--- src/rtl/cfg_spi_slave.sv ---
module cfg_spi_slave #(
  parameter int DW = 28,
  parameter int AW = 4,
  parameter int NREG = 9,
  parameter int NNVM = 8,
  parameter logic [AW-1:0] RD_CODE = 4'hE,
  parameter logic [AW-1:0] CP_CODE = 4'hF,
  parameter logic [DW-1:0] CP_OPEN = 28'h0000001,
  parameter logic [DW-1:0] CP_SEAL = 28'h0000A03
) (
  input  logic              clk,
  input  logic              por_n,
  input  logic              rst_n,
  input  logic              sclk,
  input  logic              le,
  input  logic              mosi,
  output logic              miso,
  output logic [NREG*DW-1:0] cfg_o,
  output logic              nvm_locked_o
);
  localparam int FW = DW + AW;
  localparam int CW = $clog2(FW + 2);
  localparam logic [AW-1:0] LAST_REG = AW'(NREG - 1);
  localparam logic [CW-1:0] FULL_CNT = CW'(FW);
  localparam logic [CW-1:0] OVER_CNT = CW'(FW + 1);

  logic [2:0] sclk_p, le_p;
  logic [1:0] mosi_p;
  logic [FW-1:0] rx, tx;
  logic [CW-1:0] cnt;
  logic [NREG-1:0][DW-1:0] ram;
  logic [NNVM-1:0][DW-1:0] nvm;
  logic [DW-1:0] reload [NREG];
  logic lock;

  wire any_rst = !por_n || !rst_n;
  wire sclk_rise = sclk_p[1] && !sclk_p[2];
  wire le_rise = le_p[1] && !le_p[2];
  wire in_frame = !le_p[1];

  wire [AW-1:0] f_addr = rx[AW-1:0];
  wire [DW-1:0] f_data = rx[FW-1:AW];
  wire full = (cnt == FULL_CNT);
  wire wr_hit = full && (f_addr <= LAST_REG);
  wire rd_ok = full && (f_addr == RD_CODE) && (f_data[DW-1:AW] == '0) &&
               (f_data[AW-1:0] <= LAST_REG);
  wire cp_hit = full && (f_addr == CP_CODE) && !lock &&
                ((f_data == CP_OPEN) || (f_data == CP_SEAL));

  always_ff @(posedge clk) begin
    if (any_rst) begin
      sclk_p <= '0;
      le_p   <= '1;
      mosi_p <= '0;
    end else begin
      sclk_p <= {sclk_p[1:0], sclk};
      le_p   <= {le_p[1:0], le};
      mosi_p <= {mosi_p[0], mosi};
    end
  end

  always_ff @(posedge clk) begin
    if (any_rst) begin
      rx  <= '0;
      tx  <= '0;
      cnt <= '0;
    end else if (le_rise) begin
      cnt <= '0;
      tx  <= rd_ok ? {ram[f_data[AW-1:0]], f_data[AW-1:0]} : '0;
    end else if (in_frame && sclk_rise) begin
      rx <= {mosi_p[1], rx[FW-1:1]};
      tx <= tx >> 1;
      if (cnt != OVER_CNT) cnt <= cnt + CW'(1);
    end
  end

  for (genvar g = 0; g < NREG; g++) begin : g_reload
    if (g < NNVM) begin : g_backed
      assign reload[g] = nvm[g];
    end else begin : g_volatile
      assign reload[g] = '0;
    end
  end

  always_ff @(posedge clk) begin
    if (!por_n) begin
      ram <= '0;
    end else if (!rst_n) begin
      for (int k = 0; k < NREG; k++) ram[k] <= reload[k];
    end else if (le_rise && wr_hit) begin
      for (int k = 0; k < NREG; k++)
        if (f_addr == AW'(k)) ram[k] <= f_data;
    end
  end

  always_ff @(posedge clk) begin
    if (!por_n) begin
      nvm  <= '0;
      lock <= 1'b0;
    end else if (le_rise && cp_hit) begin
      for (int k = 0; k < NNVM; k++) nvm[k] <= ram[k];
      if (f_data == CP_SEAL) lock <= 1'b1;
    end
  end

  assign miso = in_frame && tx[0];
  assign cfg_o = ram;
  assign nvm_locked_o = lock;

  p_lock_sticky_r7: assert property (@(posedge clk) disable iff (!por_n)
    lock |=> lock);
  p_nvm_frozen_r7: assert property (@(posedge clk) disable iff (!por_n)
    lock |=> $stable(nvm));
  p_nvm_quiet_r5: assert property (@(posedge clk) disable iff (!por_n)
    !le_rise |=> $stable(nvm));
  p_ram_quiet_r3: assert property (@(posedge clk) disable iff (any_rst)
    !le_rise |=> $stable(ram));
  p_short_frame_r9: assert property (@(posedge clk) disable iff (any_rst)
    (le_rise && cnt != FULL_CNT) |=> (tx == '0 && $stable(ram) && $stable(nvm)));
  p_cnt_bound_r2: assert property (@(posedge clk) disable iff (any_rst)
    cnt <= OVER_CNT);
  p_seal_cause_r6: assert property (@(posedge clk) disable iff (!por_n)
    $rose(lock) |-> ($past(f_addr) == CP_CODE && $past(f_data) == CP_SEAL));
endmodule

--- config.mk ---
export PLATFORM = sky130hd
export DESIGN_NAME = cfg_spi_slave
export DESIGN_NICKNAME = d
export VERILOG_FILES = /design/src/rtl/cfg_spi_slave.sv
export SDC_FILE = /design/constraint.sdc
export NUM_CORES = 1
export LEC_CHECK = 0
export ABC_AREA = 1
export CAP_MARGIN = 20
export CORE_MARGIN = 2
export CORE_UTILIZATION = 32
export DETAILED_ROUTE_END_ITERATION = 6
export PLACE_DENSITY_LB_ADDON = 0.15
export SYNTH_ARGS = -nofsm -noshare
export SYNTH_HDL_FRONTEND = slang
export SYNTH_SLANG_ARGS = --single-unit
--- constraint.sdc ---
create_clock -name clk -period 2.2 [get_ports clk]
set_input_delay 0.66 -clock clk [delete_from_list [all_inputs] [get_ports clk]]
set_output_delay 0.66 -clock clk [all_outputs]
set_load 0.005 [all_outputs]
==> metrics.md, run 1 <==
| Metric | Value |
|---|---|
| Synth top area share | `0.4389` |
| Met2 track demand over resource | `0.4436` |
| Synth unique cells | `32` |
| Synth Cell Area | `around 25000 µm²` |
| Clock Skew | `0.02924 ns` |
| Crit path max-delay family | `buffers and inverters` |
| I/O Buffers | `around 260` |
| Async SR Flop Fraction | `0` |
| Crit Path Category | `reg -> out` |
| Met3 usage | `0.03736` |
| CP endpoint kind | `primary output` |
| Remaining antenna violation count after routing | `0` |
| Fillers | `approximately 8400` |
| Tightest Hold Check Type | `in -> reg` |
| Clock Tree Root | `clkbuf_16` |
| Global routing's busiest layer | `met2` |
| GRT overflow | `0` |
| Die area | `slightly above 80000 µm²` |
| Worst EP required | `1.54 ns` |
| Pwr Total | `between 20 and 25 mW` |
| Final Hold Viols | `0` |
| # H-tree levels | `3` |
| Slew headroom | `0.4243` |
| Post-synth EDFFs | `0` |
| DRT Pass-1 Iters | `6` |
| Via count | `25940` |
| Gr usage total | `0.2609` |
| CP max stage delay | `between 0.5 and 0.6 ns` |
| Clk Latency, worst-skew pair | `between 0.6 and 0.7 ns` |
| PD cells | `between 600 and 700 nW/µm²` |
| # placed instances | `5192` |
| Num CTS Buffers | `67` |
| Clock Tree Buf Depth | `3` |
| Initial DRC count | `approximately 2100` |
| Syn_area_per_cell | `roughly 6.4 µm²` |
| Area delta synth->final | `30.03%` |
| Top_reg_cell synth | `dfxtp_1` |
| Die H | `approximately 290 µm` |
| Net Sw Frac | `0.2419` |
| Gate power share | `0.051` |
| Top-count cell post-synth | `nand2_1` |
| Max-cap viol count | `0` |
| Crit start category | `flip-flop` |
| Vias in the first global route | `roughly 24000` |
| Ant. Diodes | `0` |
| Leading area contributor after synthesis | `dfxtp_1` |
| Worst-path fanout max | `3` |
| Detailed placement HPWL | `just under 80000 µm` |
| YS warnings | `0` |
| FMAX | `0.4602 GHz` |
| Fin crit share | `0.9878` |
| CP max stage cell | `clkdlybuf4s50_1` |
| Largest net degree at the start of global routing | `83` |
| Crit-path cells | `clkdlybuf4s50_1` |
| Seq pwr share | `0.450` |
| Non-Filler Instances | `approximately 5300` |
| I/O pins | `between 200 and 300` |
| TritonCTS clock tree | `built` |
| Grt met1 use | `0.3350` |
| First-pass GRT wire length | `approximately 160000 µm` |
| Drt wl/cell | `~20 µm` |
| P_sw | `around 5.5 mW` |
| Initial Util | `0.3220` |
| Peak supply drop | `0.4865 mV` |
| P_int | `approximately 17 mW` |
| CP bufs+invs | `1` |
| Die width | `approximately 290 µm` |
| Final setup fails | `0` |
| Clock power frac | `0.499` |
| Dominant cells by area after synthesis | `dfxtp_1 44%, nand2_1 20%, nor2_1 10%` |
| Status | `complete, no violations` |
| Proportion of layout cells with a drive suffix above 1 | `0.1300` |
| Post-synth net total | `3949` |
| Critical Path AT | `between 1.5 and 2 ns` |
| Initial antenna violation count | `5` |
| Row count | `103` |
| Final count of pins violating max slew | `0` |
| Tmin final | `roughly 2.2 ns` |
| Reg clk slew, reported paths | `about 0.060 ns` |
| RePlAce Congestion | `about 0.9` |
| Post-Route Setup TNS | `0 ns` |
| Num Clock Sinks | `roughly 560` |
| Seq cells post-synth | `about 560` |
| DRC | `0` |
| Post-synth top cells | `1333 x nand2_1, 690 x nor2_1, 555 x dfxtp_1` |
| Final wirelength | `109000 µm` |
| Leak Pwr | `roughly 14 nW` |
| Core Area | `78610 µm²` |
| Worst-margin pin slew | `between 0.8 and 0.9 ns` |
| Synth Instances | `approximately 3900` |
| Nets | `~4200` |
| Seq/Total Area, Yosys | `0.4389` |
| Vias/cell | `4.863` |
==> area by class of cell <==
| type | count | area, µm² | area share |
|---|---|---|---|
| Clock buffer | 100 | 2002 | 0.06082 |
| Clock inverter | 16 | 185.2 | 0.005626 |
| Inverter | 347 | 1310 | 0.03980 |
| Multi-Input combinational cell | 2794 | 11680 | 0.3549 |
| Sequential cell | 555 | 11600 | 0.3525 |
| Tap cell | 1050 | 1314 | 0.03991 |
| Timing Repair Buffer | 473 | 4822 | 0.1465 |
==> final timing paths <==
kind | from | to | slack [ns] | cells past startpoint
max | cfg_o[193] | cfg_o[193] | 0.03 | 1
min | por_n | nvm[4] | 0.35 | 3
max reg2reg | rx[4] | nvm[151] | 0.14 | 11
min reg2reg | mosi_p[0] | mosi_p[1] | 0.41 | 2
==> per-layer routing <==
metal,vias up,share of wire
li1,12770,-
met1,12080,0.42
met2,901,0.48
met3,188,0.061
met4,0,0.039
met5,-,0
==> cell families (layout without fill, tap and decap cells) <==
family	Yosys count	after routing	synth area share
buffers and inverters	591	936	0.1008
flip-flops	555	555	0.4389
adder cells (fa/ha/maj)	3	3	0.001483
AO/OA/AOI/OAI	552	552	0.1138
AND/OR/NAND/NOR	2238	2238	0.3446
XOR/XNOR	1	1	0.0003461
==> worst register-to-register path, delay by kind of cell (launching register included) <==
family / cells / cell delay [ns]
buf+inv: 2 / 0.38
flops: 1 / 0.46
simple gates: 9 / 1.11
==> metrics by stage <==
stage | instance area [µm²] | util | setup WS [ns] | hold slack [ns]
after CTS | 32710 | 0.4161 | 0.0001031 | 0.3234
after global placement | 29990 | 0.3815 | 0.1086 | 0.3982
after global routing | 32910 | 0.4187 | -0.002347 | 0.3367
final | 32910 | 0.4187 | 0.02684 | 0.3471
after floorplan | 25310 | - | 0.3891 | 0.3925
after detailed placement | 29990 | 0.3815 | 0.02488 | 0.3987
==> flip-flops by register name, summed over array words and instances, names as in the netlist <==
| register | count |
|---|---|
| tx | 32 |
| nvm_locked_o | 1 |
| cnt | 6 |
| sclk_p | 3 |
| le_p | 3 |
| rx | 32 |
| cfg_o | 252 |
| mosi_p | 2 |
| nvm | 224 |
==> power groups by stage <==
stage | logic (mW) | registers (mW) | clock network [mW]
after CTS | 1.15 | 10.2 | 11.5
final | 1.15 | 10.2 | 11.3
after detailed placement | 1.12 | 10.5 | 0
after global placement | 1.12 | 10.5 | 0
after floorplan | 0.587 | 10.4 | 0
after global routing | 1.26 | 10.2 | 11.9
==> cells in the final DEF (no fill, tap or decap), types with 22 or more instances in the layout <==
master	netlist	layout
a21oi_1	309	309
inv_1	331	330
dfxtp_1	555	351
buf_4	20	165
dlygate4sd2_1	0	58
clkbuf_16	0	69
nand3_1	182	181
nor2_1	690	687
o21ai_0	164	164
dlymetal6s2s_1	0	22
clkdlybuf4s50_1	0	177
o21ai_1	28	28
o21a_1	22	22
buf_12	0	48
dfxtp_4	0	94
nand2_1	1333	1330
dfxtp_2	0	110
==> timing repair <==
action,4_1_cts,5_1_grt
hold buffers,0,0
cloned,0,1
setup buffers,20,6
resized for setup,333,49
pin swaps,0,2
endpoints found under the setup margin,201,232
Note: power is estimated with default switching activity, not from simulation.
==> inputs of run 2 (changes only) <==
--- a/config.mk
+++ b/config.mk
@@ -10,6 +10,7 @@
 export CORE_MARGIN = 2
 export CORE_UTILIZATION = 32
 export DETAILED_ROUTE_END_ITERATION = 6
+export GPL_TIMING_DRIVEN = 0
 export PLACE_DENSITY_LB_ADDON = 0.15
 export SYNTH_ARGS = -nofsm -noshare
 export SYNTH_HDL_FRONTEND = slang
==> metrics.md, run 2 (synthesis gave the netlist of run 1 again) <==
| Metric | Value |
|---|---|
| CP max stage cell | `nand2_1` |
| Clock power frac | `0.493` |
| Unrepaired setup endpoints after global routing | `yes` |
| Gr usage total | `0.2844` |
| First-pass GRT wire length | `approximately 170000 µm` |
| Area delta synth->final | `27.47%` |
| Tightest Hold Check Type | `reg -> reg` |
| Detailed placement HPWL | `88680 µm` |
| Die width | `approximately 290 µm` |
| # H-tree levels | `3` |
| DRT Pass-1 Iters | `6` |
| Worst r2r src | `rx[5]` |
| Gate power share | `0.052` |
| Final worst slack | `-0.1406 ns` |
| Num Clock Sinks | `555` |
| Reg2Reg Depth | `10` |
| I/O pins | `260` |
| WHS Path Cells | `2` |
| CP max stage delay | `between 0.7 and 0.8 ns` |
| Fin crit share | `1.064` |
| Hold Crit Endpoint | `mosi_p[1]` |
| FMAX | `0.4272 GHz` |
| Clk Latency, worst-skew pair | `0.62 ns` |
| Clock Tree Buf Depth | `3` |
| P_sw | `about 5.5 mW` |
| Worst EP required | `between 2 and 3 ns` |
| Tmin final | `roughly 2.3 ns` |
| Final wirelength | `around 120000 µm` |
| Setup slack, reg-to-reg | `about 0.030 ns` |
| Failing checks | `negative setup slack` |
| Leak Pwr | `13.25 nW` |
| Largest net degree at the start of global routing | `13` |
| Via count | `26830` |
| Initial Util | `0.3220` |
| RePlAce Congestion | `0.9971` |
| Commonest cells after routing, fill and taps aside | `1308 x nand2_1, 689 x nor2_1, 369 x dfxtp_1` |
| Crit path max-delay family | `simple AND/OR/NAND/NOR gates` |
| Final count of pins violating max slew | `0` |
| TritonCTS clock tree | `built` |
| Nets | `between 4000 and 5000` |
| CP endpoint kind | `flip-flop` |
| Min-delay src | `mosi_p[0]` |
| Critical Path AT | `roughly 2.9 ns` |
| Drt wl/cell | `between 20 and 25 µm` |
| Num CTS Buffers | `between 60 and 70` |
| Clock Skew | `0.02841 ns` |
| GRT overflow | `0` |
| Critical path's most frequent cell | `a21oi_1` |
| Proportion of layout cells with a drive suffix above 1 | `0.1130` |
| Max-cap viol count | `0` |
| Reg clk slew, reported paths | `~0.06 ns` |
| Seq pwr share | `0.456` |
| Peak supply drop | `about 0.47 mV` |
| Net Sw Frac | `0.2474` |
| Vias in the first global route | `approximately 25000` |
| Max FFs per register | `between 200 and 300` |
| Clock Tree Root | `clkbuf_16` |
| Crit Path Category | `in -> reg` |
| CP bufs+invs | `2` |
| Initial DRC count | `2804` |
| Setup WS pre-CTS | `-1.173 ns` |
| Crit start category | `primary input` |
| Initial antenna violation count | `4` |
| Die H | `285.3 µm` |
| Remaining antenna violation count after routing | `0` |
| Vias/cell | `4.981` |
| Worst-path fanout max | `10` |
| Final setup fails | `6` |
| Row count | `between 100 and 150` |
| Post-DP Area | `29200 µm²` |
| P_int | `~17 mW` |
| Reg2reg end | `tx[13]` |
| Fin area | `about 32000 µm²` |
| Final Hold Viols | `0` |
| Die area | `around 81000 µm²` |
| Commonest non-fill, non-tap cell in the layout | `nand2_1` |
| Core Area | `about 79000 µm²` |
| Slew headroom | `0.3019` |
| I/O Buffers | `257` |
| Crit-path cells | `buf_2 -> clkbuf_1 -> nand2_1 -> nor3_1 -> a21oi_1 -> a21oi_1` |
| DRC | `0` |
| Worst-margin pin slew | `1.047 ns` |
| PD cells | `around 690 nW/µm²` |
| Status | `finished with violations` |
## run 2: changes by cell type in the layout (fill, tap and decap cells not counted), moves of 24 or more
cell / delta
buf_12: -44
buf_2: +30
buf_4: -128
buf_6: +36
clkbuf_1: +97
clkbuf_2: +31
clkdlybuf4s50_1: +31
dlygate4sd2_1: -24
## run 2: how the worst max path moves through the flow
stage,start,end,slack [ns],depth (start not counted)
floorplan,rst_n,cfg_o[65],0.39,8
global placement,rst_n,cfg_o[122],-1.13,6
detailed placement,rst_n,cfg_o[122],-1.17,6
CTS,nvm_locked_o,nvm_locked_o,0.0004,1
global route,rst_n,cfg_o[117],-0.11,6
finish,rst_n,cfg_o[120],-0.14,6
## run 2: cell type report
class | instances | area, µm²
inverters | 347 | 1310
plain buffers | 243 | 1389
well taps | 1050 | 1314
clock buffers | 98 | 1964
diodes | 1 | 2.502
flip-flops and latches | 555 | 11540
repair buffers | 283 | 2809
fillers | 8660 | 46350
clock inverters | 16 | 171.4
multi-input cells | 2794 | 11770
## run 2: worst reg2reg max path, delay by kind of cell (launching register included)
kind / cells / cell delay [ns]
compound gates: 2 / 0.23
buf+inv: 3 / 0.60
flops: 1 / 0.32
simple gates: 5 / 0.93
## run 2: power by group through the flow
stage | logic [mW] | clock network, mW | registers [mW]
floorplan | 0.587 | 0 | 10.4
global placement | 1.11 | 0 | 10.5
detailed placement | 1.11 | 0 | 10.5
CTS | 1.14 | 11.1 | 10.2
global route | 1.26 | 11.5 | 10.2
finish | 1.16 | 11.0 | 10.2
## run 2: stage by stage
| stage | TNS, ns | utilization | instances | hold slack, ns | total power [mW] |
|---|---|---|---|---|---|
| 6_report | -0.2550 | 0.4105 | 5387 | 0.4067 | 22.41 |
| 5_1_grt | -0.8177 | 0.4104 | 5386 | 0.4259 | 22.97 |
| 3_3_place_gp | -260.22 | 0.3714 | 5247 | 0.3954 | 11.61 |
| 2_1_floorplan | 0 | - | 3940 | 0.3925 | 11.02 |
| 3_5_place_dp | -257.31 | 0.3714 | 5247 | 0.4010 | 11.61 |
| 4_1_cts | 0 | 0.4063 | 5380 | 0.4090 | 22.49 |
## run 2: what timing repair did
item / 4_1_cts / 5_1_grt
hold buffers: 0 / 0
pin swaps: 8 / 4
setup endpoints to repair: 672 / 438
setup buffers: 19 / 6
gates resized for setup: 317 / 117
gates cloned: 0 / 1
## run 2: routing by layer
metal | GRT usage | vias to the layer above | wire length [µm]
met5 | 0 | - | 59
met4 | 0.1221 | 4 | 5534
met3 | 0.05128 | 243 | 9369
met2 | 0.4613 | 1116 | 54230
met1 | 0.3702 | 12570 | 49690
li1 | - | 12900 | -
